$ cat config.mk
export PLATFORM = sky130hd
export DESIGN_NAME = parity_dump_ctrl
export DESIGN_NICKNAME = d
export VERILOG_FILES = /design/src/rtl/parity_dump_ctrl.sv
export SDC_FILE = /design/constraint.sdc
export NUM_CORES = 1
export LEC_CHECK = 0
export ABC_AREA = 1
export BUFFER_PORTS_ARGS = -buffer_cell sky130_fd_sc_hd__buf_4
export CAP_MARGIN = 20
export CORE_ASPECT_RATIO = 1.5
export CORE_MARGIN = 4
export CORE_UTILIZATION = 40
export CTS_CLUSTER_SIZE = 40
export DETAILED_ROUTE_END_ITERATION = 16
export GPL_TIMING_DRIVEN = 0
export PLACE_DENSITY_LB_ADDON = 0.1
export SETUP_SLACK_MARGIN = 0.1
export SLEW_MARGIN = 20
export SYNTH_ARGS = -nofsm -noshare
export SYNTH_HDL_FRONTEND = slang
export SYNTH_SLANG_ARGS = --single-unit
$ cat constraint.sdc
create_clock -name clk -period 8.2 [get_ports clk]
set_input_delay 0 -clock clk [delete_from_list [all_inputs] [get_ports clk]]
set_output_delay 0 -clock clk [all_outputs]
set_load 0.03 [all_outputs]
$ cat src/rtl/parity_dump_ctrl.sv
module parity_dump_ctrl #(
  parameter int N_VALUES = 100,
  parameter int DW       = 8
) (
  input  logic          clk,
  input  logic          rst_n,
  input  logic          dump_odd_req,
  input  logic          dump_even_req,
  input  logic          tx_done,
  output logic          tx_start,
  output logic [DW-1:0] tx_byte
);

  localparam int DEPTH = N_VALUES / 2;
  localparam int AW    = (DEPTH > 1) ? $clog2(DEPTH) : 1;
  localparam int CW    = (N_VALUES > 1) ? $clog2(N_VALUES) : 1;
  localparam logic [AW-1:0] LAST_A = AW'(DEPTH - 1);
  localparam logic [CW-1:0] LAST_V = CW'(N_VALUES - 1);

  typedef enum logic [1:0] {S_IDLE, S_WRITE, S_PREP, S_READ} st_t;

  logic [CW-1:0] gen;
  logic          filling;
  logic          fill_last;

  always_ff @(posedge clk or negedge rst_n)
    if (!rst_n) begin
      gen     <= '0;
      filling <= 1'b1;
    end else if (filling) begin
      if (gen == LAST_V) filling <= 1'b0;
      else               gen     <= gen + CW'(1);
    end

  assign fill_last = filling && (gen == LAST_V);

  logic [1:0]    busy, prep, idle, go, snx;
  logic [DW-1:0] dnx [2];
  logic          any_busy;

  assign any_busy = |busy;
  assign go[1] = dump_odd_req & idle[1] & ~any_busy;
  assign go[0] = dump_even_req & ~dump_odd_req & idle[0] & ~any_busy;

  for (genvar s = 0; s < 2; s++) begin : g_side
    localparam logic PAR = (s == 1);
    st_t           st;
    logic [AW-1:0] addr;
    logic [DW-1:0] mem [DEPTH];
    logic          wr, at_end;

    assign wr     = filling && (gen[0] == PAR);
    assign at_end = (addr == LAST_A);

    always_ff @(posedge clk or negedge rst_n)
      if (!rst_n) begin
        st   <= S_WRITE;
        addr <= '0;
      end else begin
        case (st)
          S_WRITE: begin
            if (wr && !at_end) addr <= addr + AW'(1);
            if (fill_last)     st   <= S_IDLE;
          end
          S_IDLE:  if (go[s]) st <= S_PREP;
          S_PREP: begin
            addr <= '0;
            st   <= S_READ;
          end
          S_READ:
            if (tx_done) begin
              if (at_end) st   <= S_IDLE;
              else        addr <= addr + AW'(1);
            end
          default: st <= S_IDLE;
        endcase
      end

    always_ff @(posedge clk)
      if (wr) mem[addr] <= DW'(gen);

    assign busy[s] = (st == S_PREP) || (st == S_READ);
    assign prep[s] = (st == S_PREP);
    assign idle[s] = (st == S_IDLE);
    assign snx[s]  = (st == S_PREP) || ((st == S_READ) && tx_done && !at_end);
    assign dnx[s]  = (st == S_PREP) ? mem[0] :
                     ((st == S_READ) && tx_done && !at_end) ? mem[addr + AW'(1)] :
                     mem[addr];
  end

  always_ff @(posedge clk or negedge rst_n)
    if (!rst_n) begin
      tx_start <= 1'b0;
      tx_byte  <= '0;
    end else if (busy[1]) begin
      tx_start <= snx[1];
      tx_byte  <= dnx[1];
    end else if (busy[0]) begin
      tx_start <= snx[0];
      tx_byte  <= dnx[0];
    end

  AST_SINGLE_DUMP: assert property (@(posedge clk) disable iff (!rst_n)
    !(busy[0] && busy[1]));

  AST_START_PACED: assert property (@(posedge clk) disable iff (!rst_n)
    tx_start |-> ($past(tx_done) || $past(|prep)));

  AST_QUIET_FILL: assert property (@(posedge clk) disable iff (!rst_n)
    filling |-> !tx_start);

  AST_BYTE_HELD: assert property (@(posedge clk) disable iff (!rst_n)
    !any_busy |=> $stable(tx_byte));

  AST_SIDE_PARITY: assert property (@(posedge clk) disable iff (!rst_n)
    tx_start |-> (tx_byte[0] == $past(busy[1])));

endmodule

# Word level (Yosys, flattened, before mapping)
# Memories as Yosys holds them, arrays and structs flattened.
# Cells that the tools add are included.
[word_totals]
ram_bits = 700
regBits = 33
output_inout_bits = 9
elab_cells = 100
inputBits = 5
n_memories = 2
[memory_table]
columns = ["name", "depth", "word_bits", "rd", "rd_ports_with_merged_regs", "wr", "line", "text"]
rows = [
  ["g_side[0].mem", 50, 7, 3, 0, 1, "49", "logic [DW-1:0] mem [DEPTH];"],
  ["g_side[1].mem", 50, 7, 3, 0, 1, "49", ""],
]
[op_classes]
add_sub_neg = 3
n_reduce_logical = 26
eq_ne = 21
bitwise = 9
mux = 31
[op_table]
columns = ["operator", "count"]
rows = [
  ["8-bit 2-to-1 mux", 6],
  ["6-bit 2-to-1 mux", 6],
  ["6-bit case mux with 3 select lines", 2],
  ["2-bit inequality test (second input constant)", 10],
  ["2-bit case mux with 4 select lines", 2],
  ["4-bit AND reduction", 4],
  ["2-bit 2-to-1 mux", 7],
  ["6-bit by 1-bit adder with 6-bit output (second input constant)", 2],
  ["6-bit equality test (second input constant)", 2],
  ["1-bit logical AND", 9],
  ["2-bit equality test (second input constant)", 4],
  ["1-bit 2-to-1 mux", 8],
  ["7-bit by 1-bit adder with 7-bit output (second input constant)", 1],
  ["7-bit equality test (second input constant)", 1],
  ["3-bit nonzero test", 2],
  ["1-bit AND", 5],
  ["2-bit by 1-bit equality test with 1-bit output (second input constant)", 2],
  ["2-bit logical NOT", 2],
  ["1-bit logical OR", 4],
  ["2-bit by 1-bit inequality test with 1-bit output (second input constant)", 2],
  ["1-bit inverter", 4],
  ["1-bit logical NOT", 2],
  ["2-bit AND reduction", 1],
  ["2-bit nonzero test", 1],
  ["2-bit OR reduction", 1],
]

# Logic depth before layout (Yosys ltp)
[logic_depth]
depth_word = 7
ltp_mapped = 18
mapped_depth_nobuf = 15

# Worst setup path after synthesis
# OpenSTA, ideal clock, no wires.
[synth_path]
path_kind = "reg2reg"
startpoint = "register gen[0]"
endpoint = "memory g_side[1].mem[11][0] (netlist bit) (enable)"
setup_ns = 0.390
synth_period_minus_slack_ns = 3.084
stages_incl_launch_ff = 5
arrival_time_ns = 2.694
setup_slack_ns = 5.116
cell_sequence = "dfrtp_1 nand2_1 clkinv_1 nand2_1 nor4_1"
[synth_between]
elab_chain_cells = 3
[synth_rtl]
columns = ["element", "line", "text"]
rows = [
  ["start, declared", "22", "logic [CW-1:0] gen;"],
  ["start signal, assigned", "32", "else gen <= gen + CW'(1);"],
  ["1-bit logical AND", "52", "assign wr = filling && (gen[0] == PAR);"],
  ["1-bit 2-to-1 mux", "80", "if (wr) mem[addr] <= DW'(gen);"],
  ["1-bit 2-to-1 mux (implied by the code)", "80", ""],
  ["end, declared", "49", ""],
]
# Every way passes these cells.

# Worst setup path in the final report
[layout_path]
startpoint = "register g_side[1].addr[1]"
endpoint = "register tx_byte[1]"
[layout_between]
elab_chain_cells = 6
[layout_rtl]
columns = ["element", "line", "text"]
rows = [
  ["start, declared", "48", "logic [AW-1:0] addr;"],
  ["start signal, assigned", "62", "if (wr && !at_end) addr <= addr + AW'(1);"],
  ["start signal, assigned", "73", "else addr <= addr + AW'(1);"],
  ["branches (longest 3 deep; another with memory 50 x 7 bit)", "-", ""],
  ["8-bit 2-to-1 mux *", "87", "((st == S_READ) && tx_done && !at_end) ? mem[addr + AW'(1)] :"],
  ["8-bit 2-to-1 mux *", "86", "assign dnx[s] = (st == S_PREP) ? mem[0] :"],
  ["8-bit 2-to-1 mux *", "95", "end else if (busy[1]) begin"],
  ["end signal, assigned", "97", "tx_byte <= dnx[1];"],
  ["end signal, assigned", "100", "tx_byte <= dnx[0];"],
  ["end, declared", "11", "output logic [DW-1:0] tx_byte"],
]
# Mark *: on every way between the ends.
# A chain may end at the register's enable or synchronous reset.

==> flow_metrics.py <==
metrics = {
    "timing": {
        "fin_crit_ps": 5030,
        "fin_crit_sh_pct": 61.4,
        "setup_viol": 0,
        "report.final.slew_viol_count": 0,
        "worst_pin_slew_ps": 1290,
        "hold_violations": 0,
        "setup_tns_ps": 0,
        "fin_ws_ps": 3170,
        "slew_headroom_pct": 13.8,
        "fmax_mhz": 199,
        "skew_ps": 24.3,
        "rsz0062_at_grt": "no",
    },
    "logic_synthesis": {
        "synth_area_um2": 38800,
        "synthArstFlopShare_pct": 4.37,
        "syn_inst": 4740,
        "ys.flop_type": "edfxtp_1",
        "ys_seq_area_share_pct": 56.2,
        "synth_edf_count": 700,
        "ys_ff_latch": 732,
        "yosysUniqueCellTypes": 43,
        "ys_warn_count": 0,
        "synth_area_per_cell_um2": 8.19,
        "synth_nets": 4750,
    },
    "floorplanning": {
        "core_area_um2": 96000,
        "dieArea_um2": 102000,
        "io_pins": 14,
        "die_h_um": 390,
        "row_count": 139,
        "die_w_um": 262,
        "initial_core_util_pct": 40.4,
    },
    "finish": {
        "utilization_pct": 45.5,
        "drive_above_1_share_pct": 7.77,
        "layout_common_cells": "nand2_1 (2024), edfxtp_1 (700), nor2_1 (527), nand3_1 (355), o21ai_0 (289)",
        "final_common_cell": "nand2_1",
        "final_nets": 4867,
        "syn_to_final_growth_pct": 12.5,
    },
    "power": {
        "p_leak_nw": 18.2,
        "internal-power_mw": 8.99,
        "pwr-share-seq_pct": 21.1,
        "peakVddDrop_mv": 0.393,
        "clockPowerShare_pct": 19.0,
        "power_density_nw_per_um2": 457,
        "swShare_pct": 54.9,
        "p_sw_mw": 10.9,
        "combPwrFrac_pct": 59.9,
    },
    "placement": {
        "io_buffer_count": 12,
        "post-place-ws_ps": 3440,
        "place_hpwl_mm": 153,
        "place.gp.congestion": 1.08,
    },
    "global_route": {
        "grt_pass1_vias": 34800,
        "grt_pass1_wl_mm": 281,
        "grtUsageTotal_pct": 39.9,
        "gr-total-overflow": 0,
        "grt_max_degree": 55,
        "antenna_found_initial": 9,
    },
    "clock_tree": {
        "cts-resized-gates": 0,
        "post_cts_buffers": 0,
        "htreeDepth": 3,
        "clock_path_buffers": 3,
        "cts_tree": "yes",
        "numCtsBuffers": 78,
        "clock_sinks": 732,
        "clock_latency_ps": 700,
        "cts.clk_slew.worst_paths_ps": 70,
        "root_buffer": "clkbuf_16",
        "postCtsHoldBufs": 7,
    },
    "setup_path": {
        "worstPathRequired_ps": 8780,
        "crit_type": "reg2reg",
        "crit_fanout": 10,
        "start_kind": "register",
        "critPathArrivalTime_ps": 5620,
        "cp-end-kind": "register",
    },
    "route": {
        "via_per_inst": 5.85,
        "drt_wl_total_mm": 209,
        "first_pass_iters": 6,
        "vias": 36200,
        "wire_per_inst_um": 33.8,
        "ant_nets": 0,
        "drt_iter0_markers": 4138,
        "drc": 0,
    },
    "outcome": {
        "status": "completed",
    },
    "hold_path": {
        "worst_hold_path_type": "in2reg",
    },
    "flow_run": {
        "cap_violations": 0,
    },
}
==> critical path: stages (launching register included) <==
cell,delay [ps]
dfrtp_1,480
inv_2,130
buf_2,330
buf_1,730
ha_1,370
buf_2,240
inv_2,280
buf_1,820
nor2_1,110
o21ai_0,190
nand3_1,320
nand3_1,250
nand3_1,90
nand2_1,140
nand2_1,80
nand3_1,120
nand3_1,90
nand2_1,60
inv_1,30
==> sequential cells by signal (all words and copies together), names as in the netlist <==
register and cells:
filling 1, tx_byte 7, g_side.mem 700, gen 7
g_side.st 4, tx_start 1, g_side.addr 12
==> kinds of logic (layout without fill, tap and decap cells) <==
family / after synthesis / in the layout / synth area share [%]
and+or+nand+nor: 2958 / 2958 / 30.1
DFF: 732 / 732 / 56.2
other: 1 / 8 / 0.00966
AOI/OAI and AO/OA: 501 / 501 / 7.09
buffers and inverters: 533 / 709 / 6.13
adders and majority gates: 5 / 5 / 0.161
xor gates and xnor gates: 10 / 10 / 0.313
==> final timing paths <==
kind	start	end	slack [ps]	cells after the start
setup / recovery	g_side[1].addr[1]	tx_byte[1]	3170	18
hold reg to reg	g_side[1].st[0]	g_side[1].st[0]	540	2
setup reg to reg	g_side[1].addr[1]	tx_byte[1]	3170	18
hold / removal	dump_odd_req	g_side[1].st[0]	260	5
max in group asynchronous	rst_n	g_side[0].addr[2]	7550	4
min in group asynchronous	rst_n	gen[6]	440	4
==> metrics by stage <==
step | hold slack, ps | power (mW) | instances | cell area [um^2]
6_report | 263 | 19.9 | 6192 | 43700
5_1_grt | 316 | 20.5 | 6185 | 43600
2_1_floorplan | -296 | 10.2 | 4740 | 38800
3_3_place_gp | -23.1 | 15.6 | 6021 | 40500
4_1_cts | 243 | 19.3 | 6184 | 43600
3_5_place_dp | -21.6 | 15.6 | 6038 | 40900
==> synth_stat cells (3+ instances only) <==
cell,instances,area [um^2]
a21oi_1,72,360
a221o_1,3,30.0
buf_1,36,135
buf_2,118,591
buf_4,34,255
buf_6,14,158
clkbuf_1,85,319
clkinv_1,5,18.8
dfrtp_1,29,726
dfstp_2,3,78.8
edfxtp_1,700,21000
ha_1,5,62.6
inv_1,229,860
inv_2,12,45.0
nand2_1,2024,7600
nand3_1,355,1780
nand4_1,31,194
nor2_1,528,1980
nor3_1,6,30.0
o211ai_1,74,556
o21ai_0,289,1450
o21ai_1,42,210
o22ai_1,10,62.6
or2_2,7,43.8
xor2_1,6,52.6
==> power by group through the flow <==
stage	Sequential (mW)	Clock (mW)	Combinational, mW
after floorplan	4.25	0	5.96
after global placement	4.27	0	11.3
after detailed placement	4.27	0	11.3
after CTS	4.19	3.80	11.3
after global routing	4.20	3.95	12.3
final	4.20	3.79	11.9
==> metal layers <==
metal  wire (um)  GRT usage [%]  vias to the layer above
li1            -              -                    15800
met1       65100           38.9                    17200
met2      100000           67.6                     2217
met3       15600           8.34                      972
met4       28000           42.5                        6
met5          46         0.0948                        -
==> area by class of cell <==
type	count	area (um^2)
Buffer	287	1480
Multi-Input combinational cell	3475	14600
Inverter	246	923
Clock inverter	44	533
Timing Repair Buffer	37	523
Antenna cell	7	17.5
Sequential cell	732	21900
Tap cell	1269	1590
Fill cell	9712	52300
Clock buffer	95	2110
Note: power is estimated with default switching activity, not from simulation.
